===== src/rtl/mm_agent_pkg.sv =====
package mm_agent_pkg;
  typedef enum logic [2:0] {
    ST_IDLE,
    ST_REQ,
    ST_WAIT,
    ST_OWN,
    ST_REL
  } agent_state_e;
endpackage


===== src/rtl/mm_agent_ctrl.sv =====
module mm_agent_ctrl
  import mm_agent_pkg::*;
(
  input  logic clk,
  input  logic rst_n,
  input  logic xfer_req,
  input  logic xfer_done,
  input  logic prio_in,
  input  logic busy_free,
  output logic req_q,
  output logic drive_q
);
  agent_state_e state_q, state_d;

  always_comb begin
    state_d = state_q;
    case (state_q)
      ST_IDLE: if (xfer_req) state_d = ST_REQ;
      ST_REQ, ST_WAIT: begin
        if (!xfer_req)                  state_d = ST_IDLE;
        else if (prio_in && busy_free)  state_d = ST_OWN;
        else if (prio_in)               state_d = ST_WAIT;
        else                            state_d = ST_REQ;
      end
      ST_OWN: if (xfer_done && !(prio_in && xfer_req)) state_d = ST_REL;
      ST_REL: state_d = xfer_req ? ST_REQ : ST_IDLE;
      default: state_d = ST_IDLE;
    endcase
  end

  always_ff @(posedge clk) begin
    if (!rst_n) begin
      state_q <= ST_IDLE;
      req_q   <= 1'b0;
      drive_q <= 1'b0;
    end else begin
      state_q <= state_d;
      req_q   <= (state_d != ST_IDLE);
      drive_q <= (state_d == ST_OWN);
    end
  end
endmodule


===== src/rtl/mm_agent_chain.sv =====
module mm_agent_chain (
  input  logic prio_in,
  input  logic bus_req,
  output logic prio_out
);
  assign prio_out = prio_in & ~bus_req;
endmodule


===== src/rtl/mm_bus_agent.sv =====
module mm_bus_agent (
  input  logic clk,
  input  logic rst_n,
  input  logic xfer_req,
  input  logic xfer_done,
  input  logic prio_in,
  input  logic busy_n_in,
  output logic bus_req,
  output logic busy_drive,
  output logic granted,
  output logic prio_out
);
  logic req_w, drive_w;

  mm_agent_ctrl u_ctrl (
    .clk       (clk),
    .rst_n     (rst_n),
    .xfer_req  (xfer_req),
    .xfer_done (xfer_done),
    .prio_in   (prio_in),
    .busy_free (busy_n_in),
    .req_q     (req_w),
    .drive_q   (drive_w)
  );

  mm_agent_chain u_chain (
    .prio_in  (prio_in),
    .bus_req  (req_w),
    .prio_out (prio_out)
  );

  assign bus_req    = req_w;
  assign busy_drive = drive_w;
  assign granted    = drive_w;
endmodule


===== config.mk =====
export PLATFORM = sky130hd
export DESIGN_NAME = mm_bus_agent
export DESIGN_NICKNAME = d
export VERILOG_FILES = /design/src/rtl/mm_agent_pkg.sv /design/src/rtl/mm_agent_ctrl.sv /design/src/rtl/mm_agent_chain.sv /design/src/rtl/mm_bus_agent.sv
export SDC_FILE = /design/constraint.sdc
export NUM_CORES = 1
export LEC_CHECK = 0
export ABC_AREA = 1
export BUFFER_PORTS_ARGS = -buffer_cell sky130_fd_sc_hd__buf_2
export CAP_MARGIN = 0
export CORE_AREA = 2 2 39 41
export DETAILED_ROUTE_END_ITERATION = 10
export DIE_AREA = 0 0 41 43
export PLACE_DENSITY = 0.43
export SLEW_MARGIN = 10
export SYNTH_ARGS = -nofsm -noshare
export SYNTH_HDL_FRONTEND = slang
export SYNTH_SLANG_ARGS = --single-unit

===== constraint.sdc =====
create_clock -name clk -period 1.1 [get_ports clk]
set_input_delay 0.11 -clock clk [delete_from_list [all_inputs] [get_ports clk]]
set_output_delay 0.11 -clock clk [all_outputs]
set_load 0.005 [all_outputs]

* Word-level counts from Yosys, hierarchy flattened
Index checks and enable logic that the tools add are counted.
** Word-level totals
- Bits in registers :: 5
- Bits in latches :: 0
- Bits in writable memories :: 0
- Bits in read-only memories :: 0
- Output and inout port bits :: 4
- Word-level logic and storage cells :: 24
- Memories :: 0
** Operators by class
- Add/subtract/negate cells :: 0
- $mul :: 0
- Divide/modulo/power cells :: 0
- $lt $le $gt $ge :: 0
- Equality and inequality tests :: 5
- Shift operators :: 0
- Mux-type cells :: 7
- Bitwise operators :: 2
- Reductions and logical operators :: 7
** Operator list (number)
- 3-bit two-way mux :: 4
- 3-bit case mux with 4 select lines :: 1
- 3-bit by 2-bit == test with 1-bit output (second input constant) :: 3
- 3-bit by 1-bit == test with 1-bit output (second input constant) :: 1
- 3-bit == test (second input constant) :: 1
- 1-bit logical AND :: 3
- 3-bit logical NOT :: 1
- 3-bit nonzero test :: 1
- 2-bit two-way mux :: 1
- 2-bit OR reduction :: 1
- 1-bit AND :: 1
- 1-bit logical NOT :: 1
- 1-bit two-way mux :: 1
- 1-bit NOT :: 1

* Longest topological paths before layout
Gate-level depths: netlist of run 1.
- Word-level depth :: 6
- Depth in mapped cells :: 8
- Gate-level depth less buffers :: 8

* Hierarchy
Synthesis of run 1 repeated with hierarchy kept, for this count alone.
** Second synthesis, totals
- Cells, all modules :: 36
- Area, all modules :: 230.2 sq um
** By module, submodules not included
- mm_agent_ctrl :: instances 1, cells an instance 33, area an instance 212.7 sq um, sequential area each 100.1 sq um
- mm_agent_chain :: instances 1, cells an instance 2, area an instance 10.0 sq um, sequential area each 0.0 sq um
- mm_bus_agent :: instances 1, cells an instance 1, area an instance 7.5 sq um, sequential area each 0.0 sq um

* Worst setup path before layout of run 1
No wires, ideal clock.
- Path type :: flip-flop to flip-flop
- Start point :: register u_ctrl.state_q[1]
- End point :: register u_ctrl.req_q
- Library setup time :: 62 ps
- Arrival :: 780 ps
- Setup slack :: 258 ps
- Stages on the path, launching flop included :: 9
- Buffers on the path :: 0
- Period minus slack after synthesis :: 842 ps
- Cell sequence :: dfxtp_1 > nand2_1 > nor2_1 > nand2_1 > nand2_1 > inv_1 > nand2_1 > nand2_1 > nand3_1
** Between the ends
- Cells in the longest elaborated chain, start to end :: 4
- Elaborated cells between the ends (all ways) :: 10
** RTL lines
- from (decl) :: RTL line mm_agent_ctrl.sv:13 : agent_state_e state_q, state_d;
- from (signal assigned) :: RTL line mm_agent_ctrl.sv:37 : state_q <= state_d;
- 3-bit by 1-bit == test with 1-bit output / 3-bit by 2-bit == test with 1-bit output (equally long branches) :: RTL line mm_agent_ctrl.sv:17 : case (state_q)
- 2-bit OR reduction :: RTL line mm_agent_ctrl.sv:17
- 3-bit case mux with 4 select lines * :: RTL line mm_agent_ctrl.sv:17
- 3-bit nonzero test * :: RTL line mm_agent_ctrl.sv:38 : req_q <= (state_d != ST_IDLE);
- to (signal assigned) :: RTL line mm_agent_ctrl.sv:38
- to (decl) :: RTL line mm_agent_ctrl.sv:10 : output logic req_q,
Every way passes the cells marked *; elsewhere a longest branch is shown, timed or not.
A chain may end at the register's enable or synchronous reset.

* Worst setup path in the final report of run 1
Same ends and word-level chain as after synthesis.

==> impl_metrics.env, run 1 <==
export IMPL_clock_tree_buffer_depth=2
export IMPL_clock_sinks=5
export IMPL_grt_use_met1=0.0581
export IMPL_syn_avg_cell_area_um2=6.40
export IMPL_place_port_buffers=9
export IMPL_die_width_um=41
export IMPL_root_buffer="clkbuf_4"
export IMPL_p_comb_frac=0.107
export IMPL_area_delta_synth_final_pct=37.4
export IMPL_drcViolationCount=0
export IMPL_antenna_found_initial=0
export IMPL_power_frac_seq=0.427
export IMPL_use_met2=0.0875
export IMPL_start_kind="register"
export IMPL_drt_initial_drc_count=4
export IMPL_arrival_ps=1130
export IMPL_synth_fp_nets=41
export IMPL_rrSetupSlack_ps=150
export IMPL_crit_family="simple AND/OR/NAND/NOR gates"
export IMPL_status="finished, final reports clean"
export IMPL_antenna_cells=0
export IMPL_netlist_area_um2=224
export IMPL_dpl_cell_area_um2=282
export IMPL_die_area_um2=1760
export IMPL_fmax_mhz=1050
export IMPL_p_per_area_nw_per_um2=1470
export IMPL_boundaryPins=10
export IMPL_max_slew_margin_rel=0.900
export IMPL_grt_use_met3=0.0942
export IMPL_h_tree_depth=1
export IMPL_min_period_over_period=0.862
export IMPL_busiest_layer="met3"
export IMPL_multi_input_area_um2=86.3
export IMPL_rows=14
export IMPL_worstPathRequired_ps=1280
export IMPL_clock_skew_ps=1.23
export IMPL_dr_pass1_iters=3
export IMPL_crit_path_max_fanout=2
export IMPL_nets=54
export IMPL_ir_drop_v=0.000630
export IMPL_p_leak_uw=0.000205
export IMPL_rsz0062_at_grt="no"
export IMPL_syn_inst=35
export IMPL_path_common_cell="nand2_1"
export IMPL_finalHoldViolCount=0
export IMPL_setup_viol=0
export IMPL_switchingPower_uw=104
export IMPL_grt_pass1_vias=207
export IMPL_hold_buffers=0
export IMPL_finalMaxSlewViolations=0
export IMPL_drive_above_1_share=0.255
export IMPL_gr_usage_all_layers=0.0673
export IMPL_clkTransAtPathRegs_ps=40
export IMPL_power_share_switching=0.228
export IMPL_worst_skew_pair_late_latency_ps=240
export IMPL_initial_core_util=0.162
export IMPL_dp_hpwl_um=346
export IMPL_grt_max_degree=4
export IMPL_seq_area_frac_synth=0.447
export IMPL_fillCellCount=168
export IMPL_num_vias=229
export IMPL_coreArea_um2=1380
export IMPL_cts_repair_resized=0
export IMPL_critPathKind="register to register"
export IMPL_fp_dieH_um=43
export IMPL_p_int_uw=350
export IMPL_setup_tns_ps=0
export IMPL_gp_congestion=0.728
export IMPL_utilization=0.222
export IMPL_cp_num_buf_inv=1
export IMPL_regArea_um2=100
export IMPL_min_path_type="input port to register"
export IMPL_crit_slowest_cell="dfxtp_1"
export IMPL_drt_wl_total_um=411
export IMPL_post_drt_wl_per_cell_um=6.52
export IMPL_ant_nets=0
export IMPL_fin_crit_ps=948
export IMPL_yosys_register_bits=5
export IMPL_gr_total_overflow=0
export IMPL_cts_setup_buffers=0
export IMPL_drv_cap=0
export IMPL_critPathMaxStageDelay_ps=320
export IMPL_worstMarginPinSlew_ps=149
export IMPL_crit_chain="nand2_1 -> nor2_1 -> nand2_1 -> nand2_1 -> inv_1 -> nand2_1 -> nand2_1 -> nand3_1"
export IMPL_numCtsBuffers=3
export IMPL_end_kind="register"
export IMPL_ys_types=8
export IMPL_cts_tree="yes"
export IMPL_final_area_um2=308
export IMPL_grt_pass1_wl_um=703
export IMPL_avgViaCountPerCell=3.63
export IMPL_ys_warn_count=0
export IMPL_pwr_share_clk=0.466
registers in the layout, indices dropped and copies added (netlist names):
| signal | flops |
|---|---|
| u_ctrl.req_q | 1 |
| u_ctrl.state_q | 3 |
| u_ctrl.drive_q | 1 |
layout make-up:
| type | instances | share of cell area |
|---|---|---|
| Tap cell | 16 | 0.0650 |
| Clock buffer | 4 | 0.0854 |
| Sequential cell | 5 | 0.325 |
| Inverter | 8 | 0.0976 |
| Timing Repair Buffer | 9 | 0.146 |
| Multi-Input combinational cell | 21 | 0.280 |
power by group through the flow:
stage / clock network, µW / logic (µW) / registers [µW]
after floorplan: 0 / 27.4 / 197
after global placement: 0 / 50.0 / 197
after detailed placement: 0 / 49.5 / 197
after CTS: 223 / 49.7 / 194
after global routing: 236 / 57.4 / 195
final: 212 / 48.4 / 194
cells in the mapped netlist (all sizes together):
master | count | area (µm²)
a21oi | 1 | 5.00
buf | 1 | 7.51
dfxtp | 5 | 100
inv | 8 | 30.0
nand2 | 13 | 48.8
nand3 | 2 | 10.0
nor2 | 4 | 15.0
o21a | 1 | 7.51
cell families (layout without fill, tap and decap cells):
family,after synthesis,after routing,synth area share
DFF,5,5,0.447
and+or+nand+nor,19,19,0.330
buffers and inverters,9,21,0.168
AOI/OAI and AO/OA,2,2,0.0559
per-layer routing:
metal  routed length [µm]  up-vias
met3                   65        0
met2                  162       11
met5                    0        -
met1                  183       93
li1                     -      125
met4                    0        0
cell usage in the layout, fill, tap and decap left out:
master    synthesis  final
nor2_1            4      4
nand3_1           2      2
a21oi_1           1      1
nand2_1          13     13
clkbuf_1          0      1
o21a_1            1      1
inv_1             8      8
dfxtp_1           5      5
buf_2             0      9
clkbuf_4          0      3
through the flow:
stage | power, µW | std cells | setup WS [ps] | hold slack [ps]
2_1_floorplan | 225 | 35 | 258 | 226
3_3_place_gp | 247 | 59 | 142 | 377
3_5_place_dp | 247 | 59 | 153 | 363
4_1_cts | 467 | 63 | 136 | 106
5_1_grt | 488 | 63 | 8.08 | 147
6_report | 454 | 63 | 152 | 112
tightest hold or removal path, stage by stage:
cell and delay [ps]:
buf_2 100, nand2_1 70, inv_1 50
path summary, 6_finish.rpt:
| check | from | to | cells after the start |
|---|---|---|---|
| hold reg to reg | u_ctrl.state_q[2] | u_ctrl.state_q[2] | 3 |
| hold / removal | rst_n | u_ctrl.state_q[0] | 3 |
| setup reg to reg | u_ctrl.state_q[1] | u_ctrl.req_q | 8 |
| setup / recovery | u_ctrl.state_q[1] | u_ctrl.req_q | 8 |
(Power assumes the default switching activity.)
==> inputs of run 2 (changes only) <==
Settings changed: ABC_AREA 1 to 0, PLACE_DENSITY 0.43 to 0.44.
==> impl_metrics.env, run 2 <==
export IMPL_synth_top_area_frac=0.430
export IMPL_fmax_mhz=882
export IMPL_seq_area_frac_synth=0.430
export IMPL_dp_hpwl_um=419
export IMPL_gr_total_overflow=0
export IMPL_synth_fp_nets=32
export IMPL_synth_flop_cell="dfxtp_1"
export IMPL_worstMarginPinSlew_ps=281
export IMPL_setup_viol=1
export IMPL_antenna_cells=0
export IMPL_arrival_ps=1260
export IMPL_rows=14
export IMPL_crit_family="compound AO/OA/AOI/OAI gates"
export IMPL_crit_path_max_fanout=4
export IMPL_drt_initial_drc_count=5
export IMPL_syn_inst=26
export IMPL_p_leak_uw=0.000162
export IMPL_die_area_um2=1760
export IMPL_final_area_um2=367
export IMPL_crit_slowest_cell="a2111oi_2"
export IMPL_p_int_uw=354
export IMPL_power_share_switching=0.230
export IMPL_ant_nets=0
export IMPL_grt_pass1_wl_um=938
export IMPL_synth_compound_area_frac=0.220
export IMPL_antenna_found_initial=0
export IMPL_gp_congestion=0.767
export IMPL_hold_buffers=0
export IMPL_worst_skew_pair_late_latency_ps=240
export IMPL_clock_skew_ps=4.74
export IMPL_synthArstFlopShare=0
export IMPL_ys_top_cells_by_area="dfxtp_1, and4bb_1, and4b_2, a2111oi_1, nor3_1"
export IMPL_max_slew_margin_rel=0.812
export IMPL_final_cell_mix="buf_2, buf_4, clkbuf_4, dfxtp_2"
export IMPL_yosys_area_share_xor_xnor=0
export IMPL_clkTransAtPathRegs_ps=50
export IMPL_synthSimpleGateAreaFrac=0.285
export IMPL_final_common_cell="buf_2"
export IMPL_min_path_type="input port to register"
export IMPL_finalHoldViolCount=0
export IMPL_switchingPower_uw=106
export IMPL_cp_num_buf_inv=0
export IMPL_place_port_buffers=9
export IMPL_p_per_area_nw_per_um2=1260
export IMPL_utilization=0.265
export IMPL_critPathKind="register to register"
export IMPL_preCtsSetupSlack_ps=-83.5
export IMPL_area_delta_synth_final_pct=57.5
export IMPL_finalMaxSlewViolations=0
export IMPL_gr_usage_all_layers=0.0813
export IMPL_fp_dieH_um=43
export IMPL_numCtsBuffers=3
export IMPL_boundaryPins=10
export IMPL_p_comb_frac=0.119
export IMPL_min_period_over_period=1.03
export IMPL_muxShareOfSynthArea=0
export IMPL_clock_sinks=5
export IMPL_largestRegisters="u_ctrl.state_q x3, u_ctrl.drive_q x1, u_ctrl.req_q x1"
export IMPL_h_tree_depth=1
export IMPL_grt_max_degree=6
export IMPL_critPathMaxStageDelay_ps=390
export IMPL_post_drt_wl_per_cell_um=10.1
export IMPL_yosysMostFrequentCell="dfxtp_1"
export IMPL_syn_avg_cell_area_um2=8.95
export IMPL_largest_reg_flops=3
export IMPL_ys_warn_count=0
export IMPL_netlist_area_um2=233
export IMPL_num_vias=248
export IMPL_avgViaCountPerCell=4.28
export IMPL_status="finished with violations"
export IMPL_dpl_cell_area_um2=314
export IMPL_synth_top_family_by_area="simple AND/OR/NAND/NOR gates"
export IMPL_fin_crit_ps=1130
export IMPL_grt_pass1_vias=236
export IMPL_drt_wl_total_um=586
export IMPL_fillCellCount=150
export IMPL_violations="negative setup slack"
export IMPL_dr_pass1_iters=3
export IMPL_synth_fa_ha_area_frac=0
export IMPL_nets=49
export IMPL_die_width_um=41
export IMPL_initial_core_util=0.168
export IMPL_worstPathRequired_ps=1230
export IMPL_regMostFlops="u_ctrl.state_q"
export IMPL_ys_types=17
export IMPL_crit_chain="and4bb_1 -> a41oi_2 -> a2111oi_2"
export IMPL_synth_edf_count=0
export IMPL_total_power_uw=460
export IMPL_drive_above_1_share=0.548
export IMPL_rrSetupSlack_ps=-30
export IMPL_yosysTopAreaCell="dfxtp_1"
export IMPL_power_frac_seq=0.424
export IMPL_rsz0062_at_grt="yes"
export IMPL_end_kind="register"
export IMPL_root_buffer="clkbuf_4"
export IMPL_place_inst=53
export IMPL_drv_cap=0
export IMPL_coreArea_um2=1380
export IMPL_yosys_register_bits=5
export IMPL_start_kind="register"
export IMPL_setup_slack_ps=-33.3
export IMPL_cts_tree="yes"
export IMPL_pwr_share_clk=0.456
export IMPL_drcViolationCount=0
export IMPL_stdcell_count=58
export IMPL_ir_drop_v=0.000392
export IMPL_clock_tree_buffer_depth=2
[run 2: area by class of cell]
cell class                      instances  area [µm²]  area share
Multi-Input combinational cell         18         134       0.365
Sequential cell                         5         104       0.283
Timing Repair Buffer                   13        75.1       0.205
Clock buffer                            4        26.3      0.0717
Tap cell                               16        20.0      0.0546
Inverter                                2        7.51      0.0205
[run 2: metrics by stage]
step	hold slack (ps)	TNS (ps)
floorplan	233	0
global placement	372	-74.0
detailed placement	368	-83.5
CTS	116	-60.2
global route	134	-112
finish	125	-33.3
[run 2: power by group through the flow]
stage                     Clock (µW)  Combinational [µW]  Sequential, µW
final                            210                54.9             195
after global routing             236                61.2             196
after CTS                        224                49.2             195
after detailed placement           0                44.6             197
after global placement             0                46.5             197
after floorplan                    0                22.9             197
[run 2: path summary, 6_finish.rpt]
kind                           from                end  cells after the start
setup / recovery  u_ctrl.state_q[2]     u_ctrl.drive_q                      3
hold / removal                rst_n  u_ctrl.state_q[2]                      3
setup reg to reg  u_ctrl.state_q[2]     u_ctrl.drive_q                      3
hold reg to reg   u_ctrl.state_q[2]  u_ctrl.state_q[2]                      2
[run 2: worst min-delay path: stages]
cell and delay (ps):
buf_2 100, nand3_1 70, nor3_1 40
[run 2: routing by layer]
metal,up-vias,track usage,share of wire
met5,-,0,0
met3,0,0.0628,0.087
met4,0,0.0200,0
li1,130,-,-
met2,8,0.100,0.44
met1,110,0.109,0.47
[run 2: repair_timing]
action / in CTS / in global routing
setup endpoints to repair: 1 / 1
pin swaps: 1 / 2
setup buffers: 0 / 1
endpoints found under the hold margin: 0 / 0
gates resized for setup: 4 / 1
[run 2: cell families (layout without fill, tap and decap cells)]
family	count (synthesis)	in the layout
DFF	5	5
AOI/OAI and AO/OA	7	7
and+or+nand+nor	11	11
buffers and inverters	3	19
==> inputs of run 3 (changes only) <==
Settings changed: CELL_PAD_IN_SITES_DETAIL_PLACEMENT from default to 1, CELL_PAD_IN_SITES_GLOBAL_PLACEMENT from default to 1, PLACE_DENSITY 0.44 to 0.53.
==> impl_metrics.env, run 3 (same netlist as run 2, synthesis figures left out) <==
export IMPL_p_per_area_nw_per_um2=1230
export IMPL_power_share_switching=0.227
export IMPL_clkTransAtPathRegs_ps=40
export IMPL_drt_initial_drc_count=3
export IMPL_ir_drop_v=0.000506
export IMPL_drt_wl_total_um=615
export IMPL_setup_viol=1
export IMPL_min_path_type="input port to register"
export IMPL_violations="negative setup slack"
export IMPL_min_period_over_period=1.02
export IMPL_start_kind="register"
export IMPL_final_cell_mix="buf_2, buf_4, clkbuf_4, dfxtp_2"
export IMPL_post_drt_wl_per_cell_um=10.4
export IMPL_worstPathRequired_ps=1230
export IMPL_r2r_start="u_ctrl.state_q[2]"
export IMPL_arrival_ps=1250
export IMPL_drive_above_1_share=0.535
export IMPL_die_width_um=41
export IMPL_h_tree_depth=1
export IMPL_drv_cap=0
export IMPL_hold_buffers=0
export IMPL_startpoint="u_ctrl.state_q[2]"
export IMPL_clock_skew_ps=0.313
export IMPL_fillCellCount=169
export IMPL_fin_crit_ps=1120
export IMPL_worst_path_stages=3
export IMPL_drcViolationCount=0
export IMPL_gr_total_overflow=0
export IMPL_rrSetupSlack_ps=-20
export IMPL_worstRegToRegCells=3
export IMPL_rows=14
export IMPL_crit_slowest_cell="a2111oi_2"
export IMPL_ant_nets=0
export IMPL_regMostFlops="u_ctrl.state_q"
export IMPL_worstMarginPinSlew_ps=259
export IMPL_clock_tree_buffer_depth=2
export IMPL_coreArea_um2=1380
export IMPL_final_common_cell="buf_2"
export IMPL_finalHoldViolCount=0
export IMPL_fmax_mhz=893
export IMPL_area_delta_synth_final_pct=59.1
export IMPL_dp_hpwl_um=511
export IMPL_gr_usage_all_layers=0.0905
export IMPL_crit_family="compound AO/OA/AOI/OAI gates"
export IMPL_crit_path_max_fanout=4
export IMPL_worst_skew_pair_late_latency_ps=240
export IMPL_fp_dieH_um=43
export IMPL_finalMaxSlewViolations=0
export IMPL_critPathKind="register to register"
export IMPL_critPathMaxStageDelay_ps=370
export IMPL_p_comb_frac=0.114
export IMPL_setup_slack_ps=-19.6
export IMPL_place_port_buffers=9
export IMPL_root_buffer="clkbuf_4"
export IMPL_grt_max_degree=6
export IMPL_timing_rr_end="u_ctrl.drive_q"
export IMPL_max_slew_margin_rel=0.827
export IMPL_initial_core_util=0.168
export IMPL_status="finished with violations"
export IMPL_largest_reg_flops=3
export IMPL_end_kind="register"
export IMPL_crit_chain="and4bb_1 -> a41oi_2 -> a2111oi_2"
export IMPL_power_frac_seq=0.429
export IMPL_boundaryPins=10
export IMPL_cts_tree="yes"
export IMPL_grt_pass1_wl_um=1060
export IMPL_p_leak_uw=0.000166
export IMPL_numCtsBuffers=3
export IMPL_grt_pass1_vias=262
export IMPL_rsz0062_at_grt="yes"
export IMPL_antenna_cells=0
export IMPL_avgViaCountPerCell=4.46
export IMPL_gp_congestion=0.756
export IMPL_setup_tns_ps=-19.6
export IMPL_nets=50
export IMPL_largestRegisters="u_ctrl.state_q x3, u_ctrl.drive_q x1, u_ctrl.req_q x1"
export IMPL_cp_num_buf_inv=0
export IMPL_p_int_uw=353
export IMPL_pwr_share_clk=0.457
export IMPL_critPathCapture="u_ctrl.drive_q"
export IMPL_utilization=0.268
export IMPL_die_area_um2=1760
export IMPL_clock_sinks=5
export IMPL_num_vias=263
export IMPL_dr_pass1_iters=2
export IMPL_switchingPower_uw=104
export IMPL_antenna_found_initial=0
## run 3: cell types whose count changed in the layout (fill, tap and decap cells not counted), sizes merged
cell,change
buf,+1
## run 3: cell type report
class / instances / area, µm² / area share
well taps: 16 / 20.0 / 0.0541
clock buffers: 4 / 26.3 / 0.0709
repair buffers: 14 / 82.6 / 0.223
multi-input cells: 18 / 130 / 0.351
inverters: 2 / 7.51 / 0.0203
flip-flops and latches: 5 / 104 / 0.280
## run 3: worst register-to-register path, cell delays in order (launching register included)
cell       delay [ps]
dfxtp_2           320
and4bb_1          270
a41oi_2            50
a2111oi_2         370
## run 3: worst min path at each step
stage	to	slack [ps]	cells after the start	start
final	u_ctrl.state_q[2]	120	3	xfer_done
after global routing	u_ctrl.state_q[2]	130	3	rst_n
after CTS	u_ctrl.state_q[2]	120	3	rst_n
after detailed placement	u_ctrl.state_q[2]	380	3	rst_n
after global placement	u_ctrl.state_q[2]	370	3	rst_n
after floorplan	u_ctrl.state_q[2]	230	2	xfer_done
## run 3: through the flow
stage               cell area [µm²]  hold WS (ps)  setup slack [ps]  std cells  power (µW)
detailed placement              322           380              -115         54         246
CTS                             370           122             -43.9         59         469
floorplan                       234           233              5.00         26         220
finish                          370           124             -19.6         59         457
global placement                322           367             -52.1         54         245
global route                    370           132              -102         59         487
## run 3: repair_timing
| item | 4_1_cts | 5_1_grt |
|---|---|---|
| pin swaps | 2 | 2 |
| endpoints found under the setup margin | 1 | 2 |
| resized for setup | 4 | 0 |
| buffers inserted | 1 | 0 |
## run 3: power by group through the flow
stage	combinational (µW)	sequential, µW	clock [µW]
4_1_cts	51.9	196	221
2_1_floorplan	22.9	197	0
5_1_grt	59.0	197	231
6_report	52.0	196	209
3_3_place_gp	48.1	197	0
3_5_place_dp	47.7	198	0
## run 3: per-layer routing
layer,routed length (µm),track usage
met1,237,0.100
met2,332,0.138
met3,45,0.0471
met4,0,0.0400
met5,0,0
